$ cat config.mk
export PLATFORM = sky130hd
export DESIGN_NAME = sdram_seq
export DESIGN_NICKNAME = d
export VERILOG_FILES = /design/src/rtl/sdram_seq_pkg.sv /design/src/rtl/sdram_row_table.sv /design/src/rtl/sdram_col_spacer.sv /design/src/rtl/sdram_rd_return.sv /design/src/rtl/sdram_seq.sv
export SDC_FILE = /design/constraint.sdc
export NUM_CORES = 1
export LEC_CHECK = 0
export BUFFER_PORTS_ARGS = -buffer_cell sky130_fd_sc_hd__buf_4
export CORE_MARGIN = 2
export CORE_UTILIZATION = 61
export DETAILED_ROUTE_END_ITERATION = 7
export PLACE_DENSITY_LB_ADDON = 0.1
export SYNTH_ARGS = -nofsm -noshare
export SYNTH_HDL_FRONTEND = slang
export SYNTH_HIERARCHICAL = 1
export SYNTH_SLANG_ARGS = --single-unit
$ cat constraint.sdc
create_clock -name clk -period 5.3 [get_ports clk]
set_clock_uncertainty 0.15 [all_clocks]
set_input_delay 1.325 -clock clk [delete_from_list [all_inputs] [get_ports clk]]
set_output_delay 1.325 -clock clk [all_outputs]
set_load 0.02 [all_outputs]
$ cat src/rtl/sdram_seq_pkg.sv
// Shared types for the SDRAM command sequencer.
// Assumes the conventional {RAS#, CAS#, WE#} command encoding.
package sdram_seq_pkg;

    typedef enum logic [2:0] {
        CMD_NOP = 3'b111,
        CMD_ACT = 3'b011,
        CMD_RD  = 3'b101,
        CMD_WR  = 3'b100,
        CMD_PRE = 3'b010
    } sdram_cmd_e;

    typedef enum logic [2:0] {
        ST_IDLE,
        ST_PRE,
        ST_ACT,
        ST_WAIT,
        ST_COL
    } seq_state_e;

endpackage

$ cat src/rtl/sdram_row_table.sv
// Open-row table: one valid flag and one row per bank.
// Looks up the requested bank combinationally. ACTIVATE opens a row and
// PRECHARGE closes it. Assumes ACTIVATE and PRECHARGE never coincide.
module sdram_row_table #(
    parameter int N_BANKS = 4,
    parameter int ROW_W   = 13,
    localparam int BANK_W = $clog2(N_BANKS)
) (
    input  logic              clk,
    input  logic              rst_n,
    input  logic [BANK_W-1:0] lk_bank,
    input  logic [ROW_W-1:0]  lk_row,
    output logic              lk_open,
    output logic              lk_hit,
    input  logic              act_en,
    input  logic              pre_en,
    input  logic [BANK_W-1:0] upd_bank,
    input  logic [ROW_W-1:0]  upd_row
);

    logic [N_BANKS-1:0]            open_v;
    logic [N_BANKS-1:0][ROW_W-1:0] open_r;

    for (genvar b = 0; b < N_BANKS; b++) begin : g_bank
        logic             v_q;
        logic [ROW_W-1:0] r_q;

        // Track the open row of bank b
        always_ff @(posedge clk) begin
            if (!rst_n) begin
                v_q <= 1'b0;
                r_q <= '0;
            end else if (act_en && upd_bank == BANK_W'(b)) begin
                v_q <= 1'b1;
                r_q <= upd_row;
            end else if (pre_en && upd_bank == BANK_W'(b)) begin
                v_q <= 1'b0;
            end
        end

        assign open_v[b] = v_q;
        assign open_r[b] = r_q;
    end

    // Classify the looked-up request
    always_comb begin
        lk_open = open_v[lk_bank];
        lk_hit  = lk_open && (open_r[lk_bank] == lk_row);
    end

endmodule

$ cat src/rtl/sdram_col_spacer.sv
// Column spacing timer. After a column command it holds col_ok low for
// BURST_LEN-1 cycles, so the next column command or PRECHARGE comes at
// least BURST_LEN cycles later.
module sdram_col_spacer #(
    parameter int BURST_LEN = 4,
    localparam int CNT_W    = $clog2(BURST_LEN + 1)
) (
    input  logic clk,
    input  logic rst_n,
    input  logic col_fire,
    output logic col_ok
);

    logic [CNT_W-1:0] cnt_q;

    // Count down the cycles left until the data bus is free
    always_ff @(posedge clk) begin
        if (!rst_n) begin
            cnt_q <= '0;
        end else if (col_fire) begin
            cnt_q <= CNT_W'(BURST_LEN - 1);
        end else if (cnt_q != '0) begin
            cnt_q <= cnt_q - 1'b1;
        end
    end

    assign col_ok = (cnt_q == '0);

endmodule

$ cat src/rtl/sdram_rd_return.sv
// Read return. Delays each READ by CAS_LAT cycles, then marks BURST_LEN
// consecutive beats and tags them with the read's identifier.
// Assumes READs are at least BURST_LEN cycles apart.
module sdram_rd_return #(
    parameter int ID_W      = 4,
    parameter int DQ_W      = 16,
    parameter int CAS_LAT   = 2,
    parameter int BURST_LEN = 4,
    localparam int BEAT_W   = $clog2(BURST_LEN + 1)
) (
    input  logic            clk,
    input  logic            rst_n,
    input  logic            rd_fire,
    input  logic [ID_W-1:0] fire_id,
    input  logic [DQ_W-1:0] dev_dq,
    output logic            rd_valid,
    output logic [ID_W-1:0] rd_id,
    output logic [DQ_W-1:0] rd_data
);

    logic [CAS_LAT-1:0] pipe_v;
    logic [ID_W-1:0]    pipe_id [CAS_LAT];
    logic [BEAT_W-1:0]  beats_left;
    logic [ID_W-1:0]    hold_id;
    logic               head_v;

    assign head_v = pipe_v[CAS_LAT-1];

    // Shift issued reads through the CAS latency line
    always_ff @(posedge clk) begin
        if (!rst_n) begin
            pipe_v <= '0;
            for (int k = 0; k < CAS_LAT; k++) pipe_id[k] <= '0;
        end else begin
            pipe_v[0]  <= rd_fire;
            pipe_id[0] <= fire_id;
            for (int k = 1; k < CAS_LAT; k++) begin
                pipe_v[k]  <= pipe_v[k-1];
                pipe_id[k] <= pipe_id[k-1];
            end
        end
    end

    // Hold the burst open for the beats after the first
    always_ff @(posedge clk) begin
        if (!rst_n) begin
            beats_left <= '0;
            hold_id    <= '0;
        end else if (head_v) begin
            beats_left <= BEAT_W'(BURST_LEN - 1);
            hold_id    <= pipe_id[CAS_LAT-1];
        end else if (beats_left != '0) begin
            beats_left <= beats_left - 1'b1;
        end
    end

    // Drive the read beat outputs
    always_comb begin
        rd_valid = head_v || (beats_left != '0);
        rd_id    = head_v ? pipe_id[CAS_LAT-1] : hold_id;
        rd_data  = rd_valid ? dev_dq : '0;
    end

endmodule

$ cat src/rtl/sdram_seq.sv
// SDRAM open-row command sequencer. Takes one request at a time and issues
// PRECHARGE / ACTIVATE / column command as the open-row table requires,
// each at the earliest legal cycle. It assumes every timing parameter is
// at least 1 and that the device is already initialised.
module sdram_seq
    import sdram_seq_pkg::*;
#(
    parameter int N_BANKS   = 4,
    parameter int ROW_W     = 13,
    parameter int COL_W     = 10,
    parameter int ID_W      = 4,
    parameter int DQ_W      = 16,
    parameter int T_RCD     = 2,
    parameter int T_RP      = 2,
    parameter int CAS_LAT   = 2,
    parameter int BURST_LEN = 4,
    localparam int BANK_W   = $clog2(N_BANKS),
    localparam int ADDR_W   = (ROW_W > COL_W) ? ROW_W : COL_W
) (
    input  logic              clk,
    input  logic              rst_n,
    input  logic              req_valid,
    output logic              req_ready,
    input  logic              req_write,
    input  logic [BANK_W-1:0] req_bank,
    input  logic [ROW_W-1:0]  req_row,
    input  logic [COL_W-1:0]  req_col,
    input  logic [ID_W-1:0]   req_id,
    output logic [2:0]        cmd_code,
    output logic [BANK_W-1:0] cmd_bank,
    output logic [ADDR_W-1:0] cmd_addr,
    input  logic [DQ_W-1:0]   dev_dq,
    output logic              rd_valid,
    output logic [ID_W-1:0]   rd_id,
    output logic [DQ_W-1:0]   rd_data
);

    localparam int TMAX  = (T_RCD > T_RP) ? T_RCD : T_RP;
    localparam int TMR_W = $clog2(TMAX + 1);

    seq_state_e        state_q, after_q;
    logic [TMR_W-1:0]  wait_q;
    logic              cur_write;
    logic [BANK_W-1:0] cur_bank;
    logic [ROW_W-1:0]  cur_row;
    logic [COL_W-1:0]  cur_col;
    logic [ID_W-1:0]   cur_id;

    logic       accept, lk_open, lk_hit, col_ok;
    logic       pre_fire, act_fire, col_fire;
    sdram_cmd_e cmd_e;

    sdram_row_table #(.N_BANKS(N_BANKS), .ROW_W(ROW_W)) u_rows (
        .clk      (clk),
        .rst_n    (rst_n),
        .lk_bank  (req_bank),
        .lk_row   (req_row),
        .lk_open  (lk_open),
        .lk_hit   (lk_hit),
        .act_en   (act_fire),
        .pre_en   (pre_fire),
        .upd_bank (cur_bank),
        .upd_row  (cur_row)
    );

    sdram_col_spacer #(.BURST_LEN(BURST_LEN)) u_space (
        .clk      (clk),
        .rst_n    (rst_n),
        .col_fire (col_fire),
        .col_ok   (col_ok)
    );

    sdram_rd_return #(
        .ID_W(ID_W), .DQ_W(DQ_W), .CAS_LAT(CAS_LAT), .BURST_LEN(BURST_LEN)
    ) u_ret (
        .clk      (clk),
        .rst_n    (rst_n),
        .rd_fire  (col_fire && !cur_write),
        .fire_id  (cur_id),
        .dev_dq   (dev_dq),
        .rd_valid (rd_valid),
        .rd_id    (rd_id),
        .rd_data  (rd_data)
    );

    // Decide which command may go out this cycle
    always_comb begin
        req_ready = (state_q == ST_IDLE);
        accept    = req_valid && req_ready;
        pre_fire  = (state_q == ST_PRE) && col_ok;
        act_fire  = (state_q == ST_ACT);
        col_fire  = (state_q == ST_COL) && col_ok;
    end

    // Drive the command bus
    always_comb begin
        cmd_e    = CMD_NOP;
        cmd_addr = '0;
        if (pre_fire) begin
            cmd_e = CMD_PRE;
        end else if (act_fire) begin
            cmd_e    = CMD_ACT;
            cmd_addr = ADDR_W'(cur_row);
        end else if (col_fire) begin
            cmd_e    = cur_write ? CMD_WR : CMD_RD;
            cmd_addr = ADDR_W'(cur_col);
        end
        cmd_code = cmd_e;
        cmd_bank = cur_bank;
    end

    // Latch the accepted request
    always_ff @(posedge clk) begin
        if (!rst_n) begin
            cur_write <= 1'b0;
            cur_bank  <= '0;
            cur_row   <= '0;
            cur_col   <= '0;
            cur_id    <= '0;
        end else if (accept) begin
            cur_write <= req_write;
            cur_bank  <= req_bank;
            cur_row   <= req_row;
            cur_col   <= req_col;
            cur_id    <= req_id;
        end
    end

    // Step through precharge, activate, delay and column phases
    always_ff @(posedge clk) begin
        if (!rst_n) begin
            state_q <= ST_IDLE;
            after_q <= ST_IDLE;
            wait_q  <= '0;
        end else begin
            unique case (state_q)
                ST_IDLE: if (accept) begin
                    if (lk_hit)       state_q <= ST_COL;
                    else if (lk_open) state_q <= ST_PRE;
                    else              state_q <= ST_ACT;
                end
                ST_PRE: if (pre_fire) begin
                    if (T_RP == 1) begin
                        state_q <= ST_ACT;
                    end else begin
                        state_q <= ST_WAIT;
                        after_q <= ST_ACT;
                        wait_q  <= TMR_W'(T_RP - 1);
                    end
                end
                ST_ACT: begin
                    if (T_RCD == 1) begin
                        state_q <= ST_COL;
                    end else begin
                        state_q <= ST_WAIT;
                        after_q <= ST_COL;
                        wait_q  <= TMR_W'(T_RCD - 1);
                    end
                end
                ST_WAIT: begin
                    if (wait_q <= TMR_W'(1)) state_q <= after_q;
                    else                     wait_q  <= wait_q - 1'b1;
                end
                ST_COL: if (col_fire) state_q <= ST_IDLE;
                default: state_q <= ST_IDLE;
            endcase
        end
    end

endmodule

==> results of run 1 <==
==> through the flow <==
stage	power [mW]	hold WS (ns)	utilization, %	cells
after global routing	3.00	0.297	78.0	770
after detailed placement	1.71	0.269	70.5	738
after CTS	2.89	0.282	78.0	770
after global placement	1.68	0.264	70.5	738
after floorplan	1.49	0.262	-	583
final	2.89	0.283	78.0	770
==> power by group <==
group	leakage [nW]	switching, mW	internal [mW]	total (mW)
Combinational	1.35	0.398	0.313	0.711
Sequential	0.918	0.0741	0.919	0.993
Clock	0.297	0.413	0.771	1.18
==> kinds of logic after synthesis <==
group / after synthesis / share of synthesized area (%)
buffers and inverters: 50 / 5.34
adders and majority gates: 5 / 1.18
xor gates and xnor gates: 15 / 2.48
AOI/OAI and AO/OA: 116 / 16.7
and+or+nand+nor: 263 / 24.0
DFF: 113 / 42.7
muxes: 21 / 7.61
==> cells in the final DEF (no fill, tap or decap), drive strengths merged, types with 4 or more instances in the layout <==
cell	n
bufinv	4
mux4	12
nand4	4
ha	5
mux2i	5
nor2b	5
a22o	10
clkinv	5
and2	37
a21boi	85
clkbuf	18
nand2b	6
nand3	4
buf	88
a21oi	5
dfxtp	113
xnor2	13
mux2	4
nand2	176
nor2	9
inv	15
==> per-layer routing <==
metal | part of all wire, % | GRT usage (%) | vias to the layer above | routed length [µm]
li1 | - | - | 2110 | -
met1 | 40 | 33.7 | 2157 | 5400
met3 | 6.4 | 6.26 | 26 | 866
met4 | 2.1 | 13.0 | 0 | 289
met2 | 52 | 50.6 | 174 | 7030
met5 | 0 | 0 | - | 0
==> registers in the layout, summed over array words and instances, names as in the netlist, 4 cells and up <==
signal             cells
cur_col               10
cur_id                 4
cur_row               13
u_ret/hold_id          4
u_ret/pipe_id          8
u_rows/g_bank.r_q     52
u_rows/g_bank.v_q      4
==> path summary, 6_finish.rpt <==
check / startpoint / end / slack [ns] / cells after the start
worst max-delay path: u_space/cnt_q[0] / cmd_addr[9] / 1.53 / 6
worst min-delay path: u_ret/pipe_id[0][0] / u_ret/pipe_id[0][4] / 0.28 / 1
worst max register to register: state_q[0] / u_rows/g_bank[2].r_q[4] / 2.48 / 6
worst min register to register: u_ret/pipe_id[0][0] / u_ret/pipe_id[0][4] / 0.28 / 1
==> area by class of cell <==
type	instances	area [µm²]	area share (%)
Multi-Input combinational cell	420	2750	42.5
Clock inverter	14	205	3.17
Sequential cell	113	2260	34.9
Timing Repair Buffer	88	661	10.2
Inverter	12	45.0	0.696
Clock buffer	18	418	6.46
Tap cell	105	131	2.03
==> worst max-delay path, cell delays in order, from the launching register on <==
cell     delay [ns]
dfxtp_1        0.32
inv_1          0.09
ha_1           0.21
and2b_2        0.25
and3_1         0.56
a22o_1         0.23
buf_4          0.15
==> results.yml, run 1 <==
sta:
  timing.final.crit_period_ns: 3.77
  slew_violations: 0
  hold_viol_final: 0
  tns_ns: 0
  worst_pin_slew_ns: 1.21
  rsz0062_at_grt: "no"
  setup_ws_ns: 1.53
  layout_worst_path_cycle_share_pct: 71.2
  finalSetupViolations: 0
  maxSlewHeadroom_pct: 19.3
  clock.fmax_mhz: 265
finish:
  drive_above_1_share_pct: 22.4
  stdcell_area_mm2: 0.00647
  nets: 706
  diodes: 0
  area_growth_pct: 22.2
  fillCellCount: 550
routing:
  wire_per_inst_um: 17.6
  dr.pass1.iters: 5
  drc_errors: 0
  wirelength_mm: 13.6
  vias: 4467
  drt_iter0_drc: 250
  postRouteAntennaNets: 0
  drt-vias-per-instance: 5.80
floorplanning:
  coreArea_mm2: 0.00830
  initial_core_util_pct: 63.8
  die_w_um: 97.2
  fp-row-count: 33
  die_height_um: 97.2
  io_pins: 89
  dieArea_mm2: 0.00944
place:
  io_buffers: 88
  post-place-ws_ns: 1.57
  dp_hpwl_mm: 8.46
  placed_cell_area_mm2: 0.00585
  gp_congestion: 0.852
power_and_ir_drop:
  leakagePower_nw: 2.57
  powerDensity_mw_per_mm2: 446
  irDropWorstVdd_uv: 287
clocking:
  tritoncts: "built"
  clk_path_buf_depth: 2
  htreeDepth: 4
  ctsHoldBuffers: 0
  cts_inserted_buffers: 17
  cts_resized: 0
  clk_latency_ns: 0.50
  clk_pin_slew_worst_paths_ns: 0.06
  post_cts_buffers: 0
  cts_root_buf: "clkbuf_8"
  cts.sinks: 113
synth:
  ys_ff_latch: 113
  synthTopCellsByArea: "dfxtp_1 43%, nand2_1 12%, a21boi_0 7.4%"
  synth_commonest_cells: "176 x nand2_1, 113 x dfxtp_1, 52 x a21boi_0"
  synthArstFlopShare_pct: 0
  netlist.area_leader.share_pct: 42.7
  syn_area_per_cell_um2: 9.08
  synth_nets: 637
  ys_seq_area_share_pct: 42.7
  synthCells: 583
  synth.largest_area_cell: "dfxtp_1"
  synth_cell_types: 62
  post-synth-top-count-cell: "nand2_1"
  yosys_warnings: 6
  synth_edf_count: 0
  synth_area_mm2: 0.00530
  ys.flop_type: "dfxtp_1"
global_routing:
  grt_usage_pct: 28.8
  grt_pass1_wl_mm: 21.5
  grt_max_degree: 113
  antenna_found_initial: 0
  overflow: 0
  grt_pass1_vias: 4348
job:
  cap_viol_max_count: 0
run_status:
  status: "complete, no violations"
setup_path:
  critPathKind: "flip-flop to output pin"
  critical_path.max_fanout: 16
  cp.required_ns: 3.83
  arrival_ns: 2.30
  setup.worst_path.start_class: "flip-flop"
  endpoint_kind: "output pin"
min_path:
  hp-class: "flip-flop to flip-flop"
Power figures use the tool's default switching activity.
==> run 2, diff against run 1 <==
--- a/config.mk
+++ b/config.mk
@@ -7,7 +7,7 @@
 export LEC_CHECK = 0
 export BUFFER_PORTS_ARGS = -buffer_cell sky130_fd_sc_hd__buf_4
 export CORE_MARGIN = 2
-export CORE_UTILIZATION = 61
+export CORE_UTILIZATION = 51
 export DETAILED_ROUTE_END_ITERATION = 7
 export PLACE_DENSITY_LB_ADDON = 0.1
 export SYNTH_ARGS = -nofsm -noshare
==> constraint.sdc (replaced) <==
create_clock -name clk -period 3.3 [get_ports clk]
set_clock_uncertainty 0.15 [all_clocks]
set_input_delay 0.825 -clock clk [delete_from_list [all_inputs] [get_ports clk]]
set_output_delay 0.825 -clock clk [all_outputs]
set_load 0.02 [all_outputs]
==> results.yml, run 2 (synthesized netlist as in run 1, its figures left out) <==
setup_path:
  critPathBufInv: 2
  worst-path-stages: 4
  critPathKind: "flip-flop to output pin"
  critPathTopFamily: "simple AND/OR/NAND/NOR gates"
  reg2regPathDepth: 5
  arrival_ns: 2.18
  endpoint_kind: "output pin"
  critical_path.max_fanout: 22
  worst_path_max_delay_cell: "dfxtp_1"
  slowest_delay_ns: 0.63
  setup.worst_path.start_class: "flip-flop"
  cp.required_ns: 2.32
  path_cells: "inv_2, nor2_4, and2_1, buf_4"
clocking:
  cts.sinks: 113
  post_cts_buffers: 0
  tritoncts: "built"
  clk_pin_slew_worst_paths_ns: 0.05
  cts_inserted_buffers: 17
  clk_path_buf_depth: 2
  htreeDepth: 4
  clk_latency_ns: 0.51
  cts_root_buf: "clkbuf_8"
sta:
  finalSetupViolations: 0
  hold_viol_final: 0
  clock.fmax_mhz: 317
  layout_worst_path_cycle_share_pct: 95.6
  slew_violations: 0
  tns_ns: 0
  timing.final.crit_period_ns: 3.15
  worst_pin_slew_ns: 0.674
  rsz0062_at_grt: "no"
  maxSlewHeadroom_pct: 55.1
  setup_ws_ns: 0.145
floorplanning:
  dieArea_mm2: 0.0112
  io_pins: 89
  coreArea_mm2: 0.0102
  die_height_um: 106
  initial_core_util_pct: 52.0
  die_w_um: 106
  fp-row-count: 37
routing:
  wire_per_inst_um: 16.8
  dr.pass1.iters: 5
  drt-vias-per-instance: 5.36
  drt_iter0_drc: 234
  vias: 4337
  postRouteAntennaNets: 0
  wirelength_mm: 13.6
  drc_errors: 0
finish:
  final_common_cell: "nand2_1"
  utilization_pct: 64.5
  area_growth_pct: 24.0
  top_register: "u_rows/g_bank.r_q"
  reg_top3: "u_rows/g_bank.r_q: 52 flops, cur_row: 13 flops, cur_col: 10 flops"
  diodes: 0
  nets: 714
  largest_reg_flops: 52
  layout_common_cells: "176 x nand2_1, 113 x dfxtp_1, 96 x buf_4"
  drive_above_1_share_pct: 23.3
  fillCellCount: 849
power_and_ir_drop:
  leakagePower_nw: 2.61
  irDropWorstVdd_uv: 399
  powerDensity_mw_per_mm2: 700
global_routing:
  overflow: 0
  grt_pass1_wl_mm: 21.6
  grt_pass1_vias: 4234
  grt_usage_pct: 24.9
  antenna_found_initial: 0
  grt_max_degree: 76
place:
  dp_hpwl_mm: 8.97
  io_buffers: 88
  post-place-ws_ns: 0.0838
  gp_congestion: 0.897
min_path:
  hold_depth: 1
  hp-class: "flip-flop to flip-flop"
run_status:
  status: "complete, no violations"
job:
  cap_viol_max_count: 0
-- run 2: per-stage QoR --
stage | instance area, µm² | cells | total power [mW] | hold slack, ns
finish | 6570 | 809 | 4.60 | 0.283
global route | 6570 | 809 | 4.80 | 0.299
CTS | 6570 | 809 | 4.62 | 0.285
detailed placement | 5950 | 777 | 2.75 | 0.272
global placement | 5950 | 777 | 2.71 | 0.267
floorplan | 5300 | 583 | 2.40 | 0.262
-- run 2: final timing paths --
kind                       start                 endpoint  slack, ns
max                   state_q[1]             cmd_addr[12]       0.15
min          u_ret/pipe_id[0][2]      u_ret/pipe_id[0][6]       0.28
max reg2reg           state_q[1]  u_rows/g_bank[3].r_q[4]       0.82
min reg2reg  u_ret/pipe_id[0][2]      u_ret/pipe_id[0][6]       0.28
-- run 2: power breakdown --
part / total (mW) / switching (mW) / internal (mW)
combinational: 1.14 / 0.625 / 0.511
clock: 1.87 / 0.621 / 1.25
sequential: 1.59 / 0.115 / 1.48
-- run 2: cell type report --
cell class	count	area, µm²	share of cell area, %
Clock buffer	24	490	7.47
Clock inverter	8	124	1.89
Inverter	12	45.0	0.686
Multi-Input combinational cell	420	2750	41.9
Sequential cell	113	2260	34.5
Tap cell	136	170	2.59
Timing Repair Buffer	96	721	11.0
-- run 2: what timing repair did --
| action | in CTS | in global routing |
|---|---|---|
| hold buffers | 0 | 0 |
| gates resized for setup | 1 | 0 |
| setup endpoints to repair | 5 | 0 |
-- run 2: routing by layer --
layer / routed length (µm) / share of wire [%] / global-route usage [%] / up-vias
met5: 0 / 0 / 0 / -
met4: 182 / 1.3 / 7.99 / 0
met3: 830 / 6.1 / 6.01 / 15
met2: 6580 / 48 / 42.1 / 133
met1: 6020 / 44 / 31.5 / 2064
li1: - / - / - / 2125
